`config.mk`:
```
export PLATFORM = sky130hd
export DESIGN_NAME = dram_strobe_seq
export DESIGN_NICKNAME = d
export VERILOG_FILES = /design/src/rtl/dseq_pkg.sv /design/src/rtl/dseq_timer.sv /design/src/rtl/dseq_colgen.sv /design/src/rtl/dseq_rdcap.sv /design/src/rtl/dram_strobe_seq.sv
export SDC_FILE = /design/constraint.sdc
export NUM_CORES = 1
export LEC_CHECK = 0
export BUFFER_PORTS_ARGS = -buffer_cell sky130_fd_sc_hd__buf_2
export CORE_MARGIN = 1
export CORE_UTILIZATION = 35
export CTS_CLUSTER_DIAMETER = 30
export CTS_CLUSTER_SIZE = 16
export DETAILED_ROUTE_END_ITERATION = 12
export HOLD_SLACK_MARGIN = 0.05
export PLACE_DENSITY = 0.65
export REMOVE_ABC_BUFFERS = 1
export SETUP_SLACK_MARGIN = 0.3
export SYNTH_ARGS = -nofsm -noshare
export SYNTH_HDL_FRONTEND = slang
export SYNTH_SLANG_ARGS = --single-unit
```
`constraint.sdc`:
```
create_clock -name clk -period 4.7 [get_ports clk]
set_input_delay 0.94 -clock clk [delete_from_list [all_inputs] [get_ports clk]]
set_output_delay 0.94 -clock clk [all_outputs]
set_load 0.05 [all_outputs]
```
`src/rtl/dseq_pkg.sv`:
```
// Shared types for the DRAM access sequencer.
// Assumes: mode codes match the req_mode port encoding.
package dseq_pkg;

    typedef enum logic [1:0] {
        M_SINGLE = 2'b00,
        M_NIBBLE = 2'b01,
        M_PAGE   = 2'b10,
        M_ALT    = 2'b11
    } acc_mode_t;

    typedef enum logic [3:0] {
        S_IDLE,
        S_RSET,
        S_ACT,
        S_CSET,
        S_CAS,
        S_OPEN,
        S_PRE,
        S_FSET,
        S_FACT
    } seq_state_t;

endpackage

```
`src/rtl/dseq_timer.sv`:
```
// Down-counting delay timer.
// Loading N makes done rise N cycles later; done is high while the count is zero.
// Assumes: load has priority over counting.
module dseq_timer #(
    parameter int W = 4
) (
    input  logic         clk,
    input  logic         rst_n,
    input  logic         load,
    input  logic [W-1:0] load_val,
    output logic         done
);
    logic [W-1:0] cnt_q;

    // Count down toward zero, reload on request.
    always_ff @(posedge clk) begin
        if (!rst_n)
            cnt_q <= '0;
        else if (load)
            cnt_q <= load_val;
        else if (cnt_q != '0)
            cnt_q <= cnt_q - 1'b1;
    end

    assign done = (cnt_q == '0);
endmodule

```
`src/rtl/dseq_colgen.sv`:
```
// Column address generator.
// Holds the current column and steps its low bits inside an aligned group for burst accesses.
// Assumes: BURST_LEN is a power of two no larger than 2**COL_W.
module dseq_colgen #(
    parameter int COL_W     = 10,
    parameter int BURST_LEN = 4
) (
    input  logic             clk,
    input  logic             rst_n,
    input  logic             load,
    input  logic [COL_W-1:0] load_col,
    input  logic             step,
    output logic [COL_W-1:0] col,
    output logic             last
);
    localparam int LOW_W = $clog2(BURST_LEN);

    logic [COL_W-1:0] col_q;
    logic [LOW_W-1:0] beat_q;

    // Load a fresh column or advance the wrapped low bits.
    always_ff @(posedge clk) begin
        if (!rst_n) begin
            col_q  <= '0;
            beat_q <= '0;
        end else if (load) begin
            col_q  <= load_col;
            beat_q <= '0;
        end else if (step) begin
            col_q  <= {col_q[COL_W-1:LOW_W], col_q[LOW_W-1:0] + 1'b1};
            beat_q <= beat_q + 1'b1;
        end
    end

    assign col  = col_q;
    assign last = (beat_q == LOW_W'(BURST_LEN - 1));
endmodule

```
`src/rtl/dseq_rdcap.sv`:
```
// Read data capture.
// Samples dq_in CAS_LAT cycles after a fire pulse and raises a one-cycle valid.
// Assumes: fire is a single-cycle pulse in the first cycle of a low column strobe.
module dseq_rdcap #(
    parameter int DATA_W  = 8,
    parameter int CAS_LAT = 2
) (
    input  logic              clk,
    input  logic              rst_n,
    input  logic              fire,
    input  logic [DATA_W-1:0] dq_in,
    output logic [DATA_W-1:0] rd_data,
    output logic              rd_valid
);
    logic grab;

    generate
        if (CAS_LAT == 1) begin : g_direct
            assign grab = fire;
        end else begin : g_delay
            logic [CAS_LAT-2:0] dly_q;
            // Delay the fire pulse by CAS_LAT-1 cycles.
            always_ff @(posedge clk) begin
                if (!rst_n)
                    dly_q <= '0;
                else
                    dly_q <= (dly_q << 1) | (CAS_LAT-1)'(fire);
            end
            assign grab = dly_q[CAS_LAT-2];
        end
    endgenerate

    // Capture the data word and flag it.
    always_ff @(posedge clk) begin
        if (!rst_n) begin
            rd_data  <= '0;
            rd_valid <= 1'b0;
        end else begin
            rd_valid <= grab;
            if (grab)
                rd_data <= dq_in;
        end
    end
endmodule

```
`src/rtl/dram_strobe_seq.sv`:
```
// Multiplexed-address DRAM access sequencer.
// Turns whole-address requests into row/column strobe sequences in single, nibble and page modes.
// Serves external refresh requests as row-strobe-only cycles.
// Assumes: T_* >= 1, 1 <= CAS_LAT <= T_CAS, NIBBLE_LEN a power of two.
module dram_strobe_seq
    import dseq_pkg::*;
#(
    parameter int HALF_W     = 10,
    parameter int DATA_W     = 8,
    parameter int T_RCD      = 5,
    parameter int T_CAS      = 2,
    parameter int T_RP       = 4,
    parameter int T_RAS      = 6,
    parameter int CAS_LAT    = 2,
    parameter int NIBBLE_LEN = 4
) (
    input  logic              clk,
    input  logic              rst_n,
    input  logic              req_valid,
    output logic              req_ready,
    input  logic              req_write,
    input  logic [1:0]        req_mode,
    input  logic [HALF_W-1:0] req_row,
    input  logic [HALF_W-1:0] req_col,
    input  logic [DATA_W-1:0] req_wdata,
    input  logic              ref_req,
    input  logic [HALF_W-1:0] ref_row,
    output logic              ref_ack,
    output logic [HALF_W-1:0] dram_addr,
    output logic              dram_ras_n,
    output logic              dram_cas_n,
    output logic              dram_we_n,
    output logic [DATA_W-1:0] dram_dq_out,
    output logic              dram_dq_oe,
    input  logic [DATA_W-1:0] dram_dq_in,
    output logic [DATA_W-1:0] rd_data,
    output logic              rd_valid
);
    localparam int TMAX_A = (T_RCD > T_CAS) ? T_RCD : T_CAS;
    localparam int TMAX_B = (T_RP > T_RAS) ? T_RP : T_RAS;
    localparam int TMAX   = (TMAX_A > TMAX_B) ? TMAX_A : TMAX_B;
    localparam int TMR_W  = $clog2(TMAX + 1);

    seq_state_t        state_q, state_d;
    acc_mode_t         mode_q;
    acc_mode_t         in_mode;
    logic [HALF_W-1:0] row_q, ref_row_q, col;
    logic              write_q, cas_first_q;
    logic [DATA_W-1:0] wdata_q;
    logic              tmr_load, tmr_done, col_step, col_last;
    logic [TMR_W-1:0]  tmr_val;
    logic              accept, row_hit, in_col;

    assign in_mode = acc_mode_t'(req_mode);
    assign row_hit = (req_row == row_q);

    // Request and refresh arbitration: refresh wins, page hits join an open row.
    always_comb begin
        req_ready = 1'b0;
        if (!ref_req) begin
            if (state_q == S_IDLE)
                req_ready = 1'b1;
            else if (state_q == S_OPEN && in_mode == M_PAGE && row_hit)
                req_ready = 1'b1;
        end
    end

    assign accept  = req_valid && req_ready;
    assign ref_ack = ref_req && (state_q == S_IDLE);

    dseq_timer #(.W(TMR_W)) u_timer (
        .clk      (clk),
        .rst_n    (rst_n),
        .load     (tmr_load),
        .load_val (tmr_val),
        .done     (tmr_done)
    );

    dseq_colgen #(.COL_W(HALF_W), .BURST_LEN(NIBBLE_LEN)) u_colgen (
        .clk      (clk),
        .rst_n    (rst_n),
        .load     (accept),
        .load_col (req_col),
        .step     (col_step),
        .col      (col),
        .last     (col_last)
    );

    dseq_rdcap #(.DATA_W(DATA_W), .CAS_LAT(CAS_LAT)) u_rdcap (
        .clk      (clk),
        .rst_n    (rst_n),
        .fire     (cas_first_q && !write_q),
        .dq_in    (dram_dq_in),
        .rd_data  (rd_data),
        .rd_valid (rd_valid)
    );

    // Next-state and timer-load decisions for the strobe sequence.
    always_comb begin
        state_d  = state_q;
        tmr_load = 1'b0;
        tmr_val  = '0;
        col_step = 1'b0;
        case (state_q)
            S_IDLE: begin
                if (ref_ack)
                    state_d = S_FSET;
                else if (accept)
                    state_d = S_RSET;
            end
            S_RSET: begin
                state_d  = S_ACT;
                tmr_load = 1'b1;
                tmr_val  = TMR_W'(T_RCD - 1);
            end
            S_ACT: begin
                if (tmr_done)
                    state_d = S_CSET;
            end
            S_CSET: begin
                state_d  = S_CAS;
                tmr_load = 1'b1;
                tmr_val  = TMR_W'(T_CAS - 1);
            end
            S_CAS: begin
                if (tmr_done) begin
                    if (mode_q == M_NIBBLE && !col_last) begin
                        col_step = 1'b1;
                        state_d  = S_CSET;
                    end else if (mode_q == M_PAGE) begin
                        state_d = S_OPEN;
                    end else begin
                        state_d  = S_PRE;
                        tmr_load = 1'b1;
                        tmr_val  = TMR_W'(T_RP - 1);
                    end
                end
            end
            S_OPEN: begin
                if (accept) begin
                    state_d = S_CSET;
                end else if (ref_req || req_valid) begin
                    state_d  = S_PRE;
                    tmr_load = 1'b1;
                    tmr_val  = TMR_W'(T_RP - 1);
                end
            end
            S_PRE: begin
                if (tmr_done)
                    state_d = S_IDLE;
            end
            S_FSET: begin
                state_d  = S_FACT;
                tmr_load = 1'b1;
                tmr_val  = TMR_W'(T_RAS - 1);
            end
            S_FACT: begin
                if (tmr_done) begin
                    state_d  = S_PRE;
                    tmr_load = 1'b1;
                    tmr_val  = TMR_W'(T_RP - 1);
                end
            end
            default: state_d = S_IDLE;
        endcase
    end

    // State register.
    always_ff @(posedge clk) begin
        if (!rst_n)
            state_q <= S_IDLE;
        else
            state_q <= state_d;
    end

    // Latch the attributes of an accepted request.
    always_ff @(posedge clk) begin
        if (!rst_n) begin
            row_q   <= '0;
            mode_q  <= M_SINGLE;
            write_q <= 1'b0;
            wdata_q <= '0;
        end else if (accept) begin
            row_q   <= req_row;
            mode_q  <= in_mode;
            write_q <= req_write;
            wdata_q <= req_wdata;
        end
    end

    // Latch the row to refresh.
    always_ff @(posedge clk) begin
        if (!rst_n)
            ref_row_q <= '0;
        else if (ref_ack)
            ref_row_q <= ref_row;
    end

    // Mark the first cycle of each low column strobe.
    always_ff @(posedge clk) begin
        if (!rst_n)
            cas_first_q <= 1'b0;
        else
            cas_first_q <= (state_q == S_CSET);
    end

    // Pin decode from the state.
    assign in_col      = (state_q == S_CSET) || (state_q == S_CAS);
    assign dram_cas_n  = (state_q != S_CAS);
    assign dram_we_n   = !(in_col && write_q);
    assign dram_dq_oe  = in_col && write_q;
    assign dram_dq_out = wdata_q;

    // Row strobe is low in every state that holds a row open.
    always_comb begin
        case (state_q)
            S_ACT, S_CSET, S_CAS, S_OPEN, S_FACT: dram_ras_n = 1'b0;
            default:                              dram_ras_n = 1'b1;
        endcase
    end

    // Address multiplexer: row half, column half, or refresh row.
    always_comb begin
        case (state_q)
            S_CSET, S_CAS: dram_addr = col;
            S_FSET, S_FACT: dram_addr = ref_row_q;
            default:        dram_addr = row_q;
        endcase
    end
endmodule

```
After elaboration in Yosys (flattened, before gate mapping)
Cells that the tools add are included.
Storage, ports and cells
  output and inout port bits: 33
  word-level logic and storage cells: 98
  register bits: 61
Cells by class
  equality and inequality tests: 20
  bitwise operators: 1
  multiplexer cells: 37
  reduce and logical (&&, ||, !) cells: 23
  $add $sub $neg: 3
Operator list (count)
  $pmux 4 s9: 1
  $mux 4: 8
  $pmux 10 s2: 1
  $pmux 3 s6: 1
  $eq 4x3->1 const B: 4
  $mux 2: 8
  $mux 1: 13
  $eq 10x10->1: 1
  $mux 10: 1
  $mux 3: 3
  $eq 4x2->1 const B: 2
  $ne 2x2->1 const B: 4
  $logic_and 1x1->1: 7
  $eq 2x2->1 const B: 3
  $reduce_and 6->1: 1
  $reduce_or 2->1: 3
  $reduce_or 5->1: 1
  $add 2x1->2 const B: 2
  $eq 4x1->1 const B: 1
  $eq 4x4->1 const B: 1
  $logic_not 4->1: 1
  $ne 4x3->1 const B: 1
  $pmux 1 s4: 1
  $reduce_bool 2->1: 2
  other kinds (10): 13

Depth between registers and ports, before layout
Gate-level depths: netlist (run 1).
  depth after elaboration: 10
  depth in mapped cells: 8

Hierarchy
A second synthesis (run 1) with hierarchy kept.
Unflattened totals
  cells, all modules: 378
  area total of the unflattened synthesis: 3244.4 um^2
By module, submodules not included
  dram_strobe_seq: cells each 282, instances 1, sequential area each 720.7 um^2, area an instance 2174.6 um^2
  dseq_colgen: cells each 45, instances 1, sequential area each 240.2 um^2, area an instance 509.2 um^2
  dseq_rdcap: cells each 29, instances 1, sequential area each 200.2 um^2, area an instance 355.3 um^2
  dseq_timer: cells each 22, instances 1, sequential area each 60.1 um^2, area an instance 205.2 um^2

Least setup slack after synthesis (run 1)
No wires, ideal clock.
  path kind: in2out
  start point: in req_mode[0]
  end point: out req_ready
  arrival time: 3.229 ns
  setup slack: 0.531 ns
  stages on the path: 5
  buffers on the path: 0
  cell sequence: and2b_1 > nand4_1 > or3_1 > o21a_1 > nor4_1
On the way
  cells in the longest elaborated chain, start to end: 6
Ends and longest elaborated chain
  start, declared: RTL line dram_strobe_seq.sv:22  | input logic [1:0] req_mode,
  $eq 2x2->1: RTL line dram_strobe_seq.sv:63  | else if (state_q == S_OPEN && in_mode == M_PAGE && row_hit)
  $logic_and 1x1->1 (2 in series): RTL line dram_strobe_seq.sv:63
  $mux 1: RTL line dram_strobe_seq.sv:63
  $mux 1: RTL line dram_strobe_seq.sv:61  | if (state_q == S_IDLE)
  $mux 1: RTL line dram_strobe_seq.sv:60  | if (!ref_req) begin
  end, declared: RTL line dram_strobe_seq.sv:20  | output logic req_ready,
Every way passes these cells.

Final worst setup path (run 1)
  start point: reg state_q[3]
  end point: out dram_addr[0]
On the way
  cells in the longest elaborated chain, start to end: 3
  elaborated cells between the ends (all ways): 7
  classes of those cells: eq/ne: 4; mux: 1; reduce/logical: 2
Ends and longest elaborated chain
  start, declared: RTL line dram_strobe_seq.sv:44  | seq_state_t state_q, state_d;
  start signal, assigned: RTL line dram_strobe_seq.sv:173  | state_q <= state_d;
  $eq 4x3->1, or another cell as far along: RTL line dram_strobe_seq.sv:224  | case (state_q)
  $reduce_or 2->1: RTL line dram_strobe_seq.sv:224
  $pmux 10 s2 (*): RTL line dram_strobe_seq.sv:224
  end, declared: RTL line dram_strobe_seq.sv:29  | output logic [HALF_W-1:0] dram_addr,
Every way passes the cells marked *; elsewhere a longest branch is shown, timed or not.

==> results.py, run 1 <==
metrics = {
    "global_route": {
        "use_met1": 0.2023,
        "grt_pass1_vias": 2693,
        "grt_usage": 0.1565,
        "grt_antenna_before_repair": 0,
        "grtUsageMet3": 0.03813,
        "use_met2": 0.2507,
        "grt_max_degree": 49,
        "grt_overflow": 0,
        "grt_pass1_wl_um": 12140,
        "busiest_layer": "met2",
    },
    "routing": {
        "wl_um": 7286,
        "via_per_inst": 5.030,
        "wl_per_cell_um": 13.01,
        "drt_iter0_drc": 229,
        "ant_nets": 0,
        "drc": 0,
        "dr.pass1.iters": 4,
        "vias": 2817,
    },
    "clocking": {
        "clock-sinks": 61,
        "post-cts-setup-buffers": 0,
        "cts-resized-gates": 0,
        "clkSlewWorstSetupHoldPaths_ns": 0.07,
        "clock_latency_ns": 0.33,
        "ctsHtreeMaxLevel": 3,
        "cts.path.max_buffers": 2,
        "cts_hold_buf": 0,
        "clockRootBuffer": "clkbuf_8",
        "cts_buffers": 9,
        "cts_tree": "built",
    },
    "yosys": {
        "synth-seq-cells": 61,
        "synth.avg_cell_area_sq_um": 8.466,
        "netlist_instances": 377,
        "synthFlopType": "dfxtp_1",
        "synth_area_leaders": "dfxtp_1, mux2i_1, nand2_1",
        "yosys.area.top_type": "dfxtp_1",
        "yosysWarnings": 0,
        "yosysUniqueCellTypes": 50,
        "ys_seq_area_frac": 0.3826,
        "syn_area_sq_um": 3192,
        "synth_edf_count": 0,
        "synth_top_area_frac": 0.3826,
        "async_flop_share": 0,
    },
    "flow_run": {
        "drv_cap": 0,
    },
    "timing": {
        "clock_skew_ns": 0.008251,
        "fin_ws_ns": 0.9094,
        "max_freq_ghz": 0.2638,
        "finalSetupViolCount": 0,
        "fin_tns_setup_ns": 0,
        "post-route-min-period_ns": 3.791,
        "hold_viol": 0,
        "maxSlewHeadroom": 0.4794,
        "worst-slew-pin-transition_ns": 0.7788,
        "slew_viol_final": 0,
        "rsz0062_at_grt": "false",
        "fin_crit_sh": 0.8065,
    },
    "place": {
        "numPortBuffers": 85,
        "gp_congestion": 0.8521,
        "post_dp_cell_area_sq_um": 3615,
        "place_ws_ns": 1.287,
        "hpwl_um": 4988,
        "dp_cells": 545,
    },
    "pwr": {
        "leakage_nw": 1.822,
        "p_per_area_nw_per_um2": 490.3,
        "max-vdd-ir-drop_mv": 0.2153,
    },
    "critical_path": {
        "cp_max_fo": 21,
        "start_kind": "flop",
        "worst_ep_required_time_ns": 3.76,
        "path_class": "flop to output port",
        "cp-end-kind": "output port",
        "arrival_ns": 2.85,
    },
    "die": {
        "ios": 86,
        "num_rows": 34,
        "start_util": 0.3642,
        "die_w_um": 97.50,
        "dieArea_sq_um": 9505,
        "die_y_um": 97.50,
        "core-area_sq_um": 8763,
    },
    "finish": {
        "n_antenna_cell": 0,
        "fin_area_sq_um": 3810,
        "num-nets-final": 504,
        "multi_input_area_sq_um": 1784,
        "seqCellArea_sq_um": 1221,
        "n_fill_cell": 893,
        "final_cells": 560,
        "drive_gt1_frac": 0.2456,
        "syn_to_final_growth_pct": 19.36,
    },
    "hold_path": {
        "hold_path.class": "flop to flop",
    },
    "run_status": {
        "outcome": "finished clean",
    },
}
-- cell families (layout without fill, tap and decap cells) --
| group | after synthesis | count (layout) | share of synthesized area |
|---|---|---|---|
| and+or+nand+nor | 168 | 168 | 0.2540 |
| DFF | 61 | 61 | 0.3826 |
| muxes | 49 | 49 | 0.1541 |
| AOI/OAI and AO/OA | 47 | 47 | 0.1007 |
| buffers and inverters | 35 | 110 | 0.05841 |
| xor gates and xnor gates | 14 | 14 | 0.03842 |
| adders and majority gates | 3 | 3 | 0.01176 |
-- where the power goes --
group          internal (mW)  switching [mW]
registers              0.593          0.0767
clock network          0.247           0.206
logic                  0.268           0.476
total                   1.11           0.759
-- sequential cells by signal, summed over array words and instances (netlist names) --
signal	count
cas_first_q	1
u_rdcap.g_delay.dly_q	1
u_rdcap.rd_data	8
write_q	1
u_colgen.col	10
state_q	4
dram_dq_out	8
u_timer.cnt_q	3
u_rdcap.rd_valid	1
ref_row_q	10
u_colgen.beat_q	2
mode_q	2
row_q	10
-- metrics by stage --
step | util | power, mW | hold slack [ns]
2_1_floorplan | - | 1.226 | 0.4020
3_3_place_gp | 0.4125 | 1.419 | 0.4151
3_5_place_dp | 0.4125 | 1.432 | 0.4172
4_1_cts | 0.4348 | 1.892 | 0.4214
5_1_grt | 0.4348 | 2.001 | 0.4446
6_report | 0.4348 | 1.868 | 0.4246
-- final cells by class --
class / count / share of cell area
clock inverters: 2 / 0.004269
clock buffers: 13 / 0.04696
flip-flops and latches: 61 / 0.3205
repair buffers: 88 / 0.1176
inverters: 7 / 0.006897
well taps: 108 / 0.03547
multi-input cells: 281 / 0.4683
-- worst paths after layout --
| path | from | to | slack, ns | cells after the start |
|---|---|---|---|---|
| worst max register to register | state_q[2] | u_colgen.beat_q[1] | 2.47 | 4 |
| worst min-delay path | cas_first_q | u_rdcap.g_delay.dly_q | 0.42 | 2 |
| worst min register to register | cas_first_q | u_rdcap.g_delay.dly_q | 0.42 | 2 |
| worst max-delay path | state_q[3] | dram_addr[0] | 0.91 | 6 |
-- synthesized netlist by cell type, types with 2 or more instances --
library cell,count
a2111oi_0,2
a21boi_0,2
a21oi_1,8
a22oi_1,10
a31oi_1,2
and3_1,4
buf_1,2
buf_12,2
buf_2,3
clkbuf_1,19
dfxtp_1,61
ha_1,3
inv_1,7
mux2i_1,48
nand2_1,87
nand2b_1,6
nand3_1,6
nand3b_1,3
nand4_1,6
nor2_1,15
nor2b_1,25
nor3_1,2
nor4_1,2
o21a_1,2
o21ai_0,7
o21ai_1,2
o31a_1,2
o31ai_1,2
o32ai_1,2
or2_2,2
xnor2_1,14
-- layer usage --
layer  share of wire  up-vias
met5               0        -
met4           0.017        0
met3           0.055       15
met2            0.45       95
met1            0.48     1286
li1                -     1421
-- critical path, cell delays in order (launching register included) --
cell,delay (ns)
dfxtp_1,0.73
or4b_2,0.66
nand2_1,0.40
nor2_1,0.31
nand2_1,0.14
nand2_1,0.06
buf_2,0.21
-- placed cells by master, fill, tap and decap left out, types with 3 or more instances in the layout --
master,count
a21oi_1,8
a22oi_1,10
and3_1,4
buf_2,85
buf_4,3
clkbuf_8,13
dfxtp_1,61
ha_1,3
inv_1,7
mux2i_1,48
nand2_1,87
nand2b_1,6
nand3_1,6
nand3b_1,3
nand4_1,6
nor2_1,15
nor2b_1,25
o21ai_0,7
xnor2_1,14
Note: power is estimated with default switching activity, not from simulation.
==> run 2: changes to the inputs <==
--- a/config.mk
+++ b/config.mk
@@ -5,6 +5,7 @@
 export SDC_FILE = /design/constraint.sdc
 export NUM_CORES = 1
 export LEC_CHECK = 0
+export ABC_AREA = 1
 export BUFFER_PORTS_ARGS = -buffer_cell sky130_fd_sc_hd__buf_2
 export CORE_MARGIN = 1
 export CORE_UTILIZATION = 35
@@ -12,7 +13,7 @@
 export CTS_CLUSTER_SIZE = 16
 export DETAILED_ROUTE_END_ITERATION = 12
 export HOLD_SLACK_MARGIN = 0.05
-export PLACE_DENSITY = 0.65
+export PLACE_DENSITY = 0.66
 export REMOVE_ABC_BUFFERS = 1
 export SETUP_SLACK_MARGIN = 0.3
 export SYNTH_ARGS = -nofsm -noshare
==> constraint.sdc (replaced) <==
create_clock -name clk -period 3.65 [get_ports clk]
set_input_delay 0.73 -clock clk [delete_from_list [all_inputs] [get_ports clk]]
set_output_delay 0.73 -clock clk [all_outputs]
set_load 0.05 [all_outputs]
==> run 2 against run 1 <==
  * Non-clock buffer count increased by 1
  * Hold slack got worse by 0.017 ns
  * Clock skew increased by 0.0010 ns
  * Combinational power increased by 42%
  * Core utilization increased by 2.4 points
  * Synthesized area decreased by 10%
  * Critical path depth increased by 4
  * Largest power group unchanged
  * Final area decreased by 5.5%
  * First-iteration DRC count decreased by 52%
  * Global-route usage increased by 2.1 points
  * Synthesized cell count increased by 9.5%
  * Via count increased by 3.0%
==> results.py, run 2 <==
metrics = {
    "clocking": {
        "cts_hold_buf": 0,
        "ctsHtreeMaxLevel": 3,
        "clock-sinks": 61,
        "cts_tree": "built",
        "cts_buffers": 9,
        "clkSlewWorstSetupHoldPaths_ns": 0.07,
        "post-cts-setup-buffers": 0,
        "clockRootBuffer": "clkbuf_8",
        "cts.path.max_buffers": 2,
        "cts-resized-gates": 0,
        "clock_latency_ns": 0.35,
    },
    "routing": {
        "drc": 0,
        "wl_per_cell_um": 11.90,
        "drt_iter0_drc": 110,
        "ant_nets": 0,
        "via_per_inst": 4.803,
        "vias": 2901,
        "wl_um": 7187,
        "dr.pass1.iters": 4,
    },
    "global_route": {
        "grt_antenna_before_repair": 0,
        "grt_usage": 0.1776,
        "grt_overflow": 0,
        "grt_pass1_wl_um": 11860,
        "grt_max_degree": 48,
        "grt_pass1_vias": 2676,
    },
    "finish": {
        "final_cells": 604,
        "fin_area_sq_um": 3602,
        "drive_gt1_frac": 0.2311,
        "num-nets-final": 553,
        "syn_to_final_growth_pct": 25.39,
        "n_antenna_cell": 0,
        "seqCellArea_sq_um": 1221,
        "multi_input_area_sq_um": 1311,
        "layout_common_cells": "buf_2, inv_1, nand2_1",
        "layout_commonest_cell": "buf_2",
        "n_fill_cell": 803,
    },
    "timing": {
        "finalSetupViolCount": 0,
        "worst_hold_slack_ns": 0.4079,
        "slew_viol_final": 0,
        "rsz0062_at_grt": "false",
        "hold_viol": 0,
        "post-route-min-period_ns": 3.122,
        "max_freq_ghz": 0.3203,
        "fin_tns_setup_ns": 0,
        "clock_skew_ns": 0.009273,
        "fin_crit_sh": 0.8554,
        "maxSlewHeadroom": 0.4696,
        "worst-slew-pin-transition_ns": 0.7927,
    },
    "yosys": {
        "ys_seq_area_frac": 0.4251,
        "async_flop_share": 0,
        "synth-seq-cells": 61,
        "syn_area_sq_um": 2873,
        "synth.avg_cell_area_sq_um": 6.956,
        "netlist_top_cells_count": "inv_1, nand2_1, dfxtp_1",
        "synth_area_leaders": "dfxtp_1, inv_1, nand2_1",
        "synth_top_area_frac": 0.4251,
        "yosysWarnings": 0,
        "synthFlopType": "dfxtp_1",
        "netlist_instances": 413,
        "yosysUniqueCellTypes": 30,
        "synth_edf_count": 0,
        "yosys.area.top_type": "dfxtp_1",
    },
    "place": {
        "post_dp_cell_area_sq_um": 3395,
        "gp_congestion": 0.8526,
        "numPortBuffers": 85,
        "hpwl_um": 5131,
        "dp_cells": 588,
    },
    "critical_path": {
        "worst_ep_required_time_ns": 2.92,
        "arrival_ns": 2.39,
        "start_kind": "flop",
        "cp_max_fo": 11,
        "crit_family": "simple AND/OR/NAND/NOR gates",
        "cpMaxStageDelayCell": "dfxtp_1",
        "path_class": "flop to output port",
        "reg2reg_slack_ns": 1.47,
        "max_stage_delay_ns": 0.40,
        "cp_cell_sequence": "nor2_1, inv_1, nor3_1, nor2_1, buf_4, inv_1, nor3_4, nand2_1, o221ai_1, buf_2",
        "cp-end-kind": "output port",
        "critical_path.n_buffers_inverters": 4,
    },
    "pwr": {
        "p_per_area_nw_per_um2": 701.2,
        "leakage_nw": 1.704,
        "total_power_mw": 2.526,
        "max-vdd-ir-drop_mv": 0.2907,
    },
    "die": {
        "die_y_um": 92.60,
        "dieArea_sq_um": 8574,
        "ios": 86,
        "num_rows": 32,
        "core-area_sq_um": 7848,
        "start_util": 0.3661,
        "die_w_um": 92.60,
    },
    "hold_path": {
        "hold_path.class": "flop to flop",
    },
    "run_status": {
        "outcome": "finished clean",
    },
    "flow_run": {
        "drv_cap": 0,
    },
}
[run 2: worst paths after layout]
kind / start / endpoint / cells past startpoint
worst min-delay path: write_q / u_rdcap.g_delay.dly_q / 1
worst max-delay path: state_q[2] / dram_addr[9] / 10
worst max register to register: state_q[3] / state_q[2] / 12
worst min register to register: write_q / u_rdcap.g_delay.dly_q / 1
[run 2: final cells by class]
| class | count | area share |
|---|---|---|
| inverters | 76 | 0.07919 |
| well taps | 102 | 0.03543 |
| flip-flops and latches | 61 | 0.3390 |
| repair buffers | 89 | 0.1264 |
| clock inverters | 5 | 0.01667 |
| clock buffers | 11 | 0.03925 |
| multi-input cells | 260 | 0.3640 |
[run 2: cell families (layout without fill, tap and decap cells)]
logic type / after synthesis / after routing / share of synthesized area
xor gates and xnor gates: 3 / 3 / 0.009148
DFF: 61 / 61 / 0.4251
adders and majority gates: 3 / 3 / 0.01307
buffers and inverters: 92 / 181 / 0.1206
AOI/OAI and AO/OA: 114 / 114 / 0.2186
and+or+nand+nor: 140 / 140 / 0.2134
[run 2: through the flow]
| stage | setup slack, ns | utilization |
|---|---|---|
| global placement | 0.8429 | 0.4326 |
| finish | 0.5276 | 0.4590 |
| CTS | 0.3590 | 0.4582 |
| floorplan | 0.3562 | - |
| detailed placement | 0.7529 | 0.4326 |
| global route | 0.3373 | 0.4590 |
[run 2: power by group]
group          internal (mW)  switching (mW)  total (mW)
sequential             0.793          0.0664       0.859
combinational          0.296           0.765        1.06
clock                  0.335           0.271       0.606
total                   1.42            1.10        2.53
[run 2: per-layer routing]
metal,global-route usage,share of wire,vias to the layer above
li1,-,-,1492
met2,0.2963,0.46,82
met5,0,0,-
met3,0.05829,0.061,14
met4,0.07682,0.018,0
met1,0.2071,0.46,1313
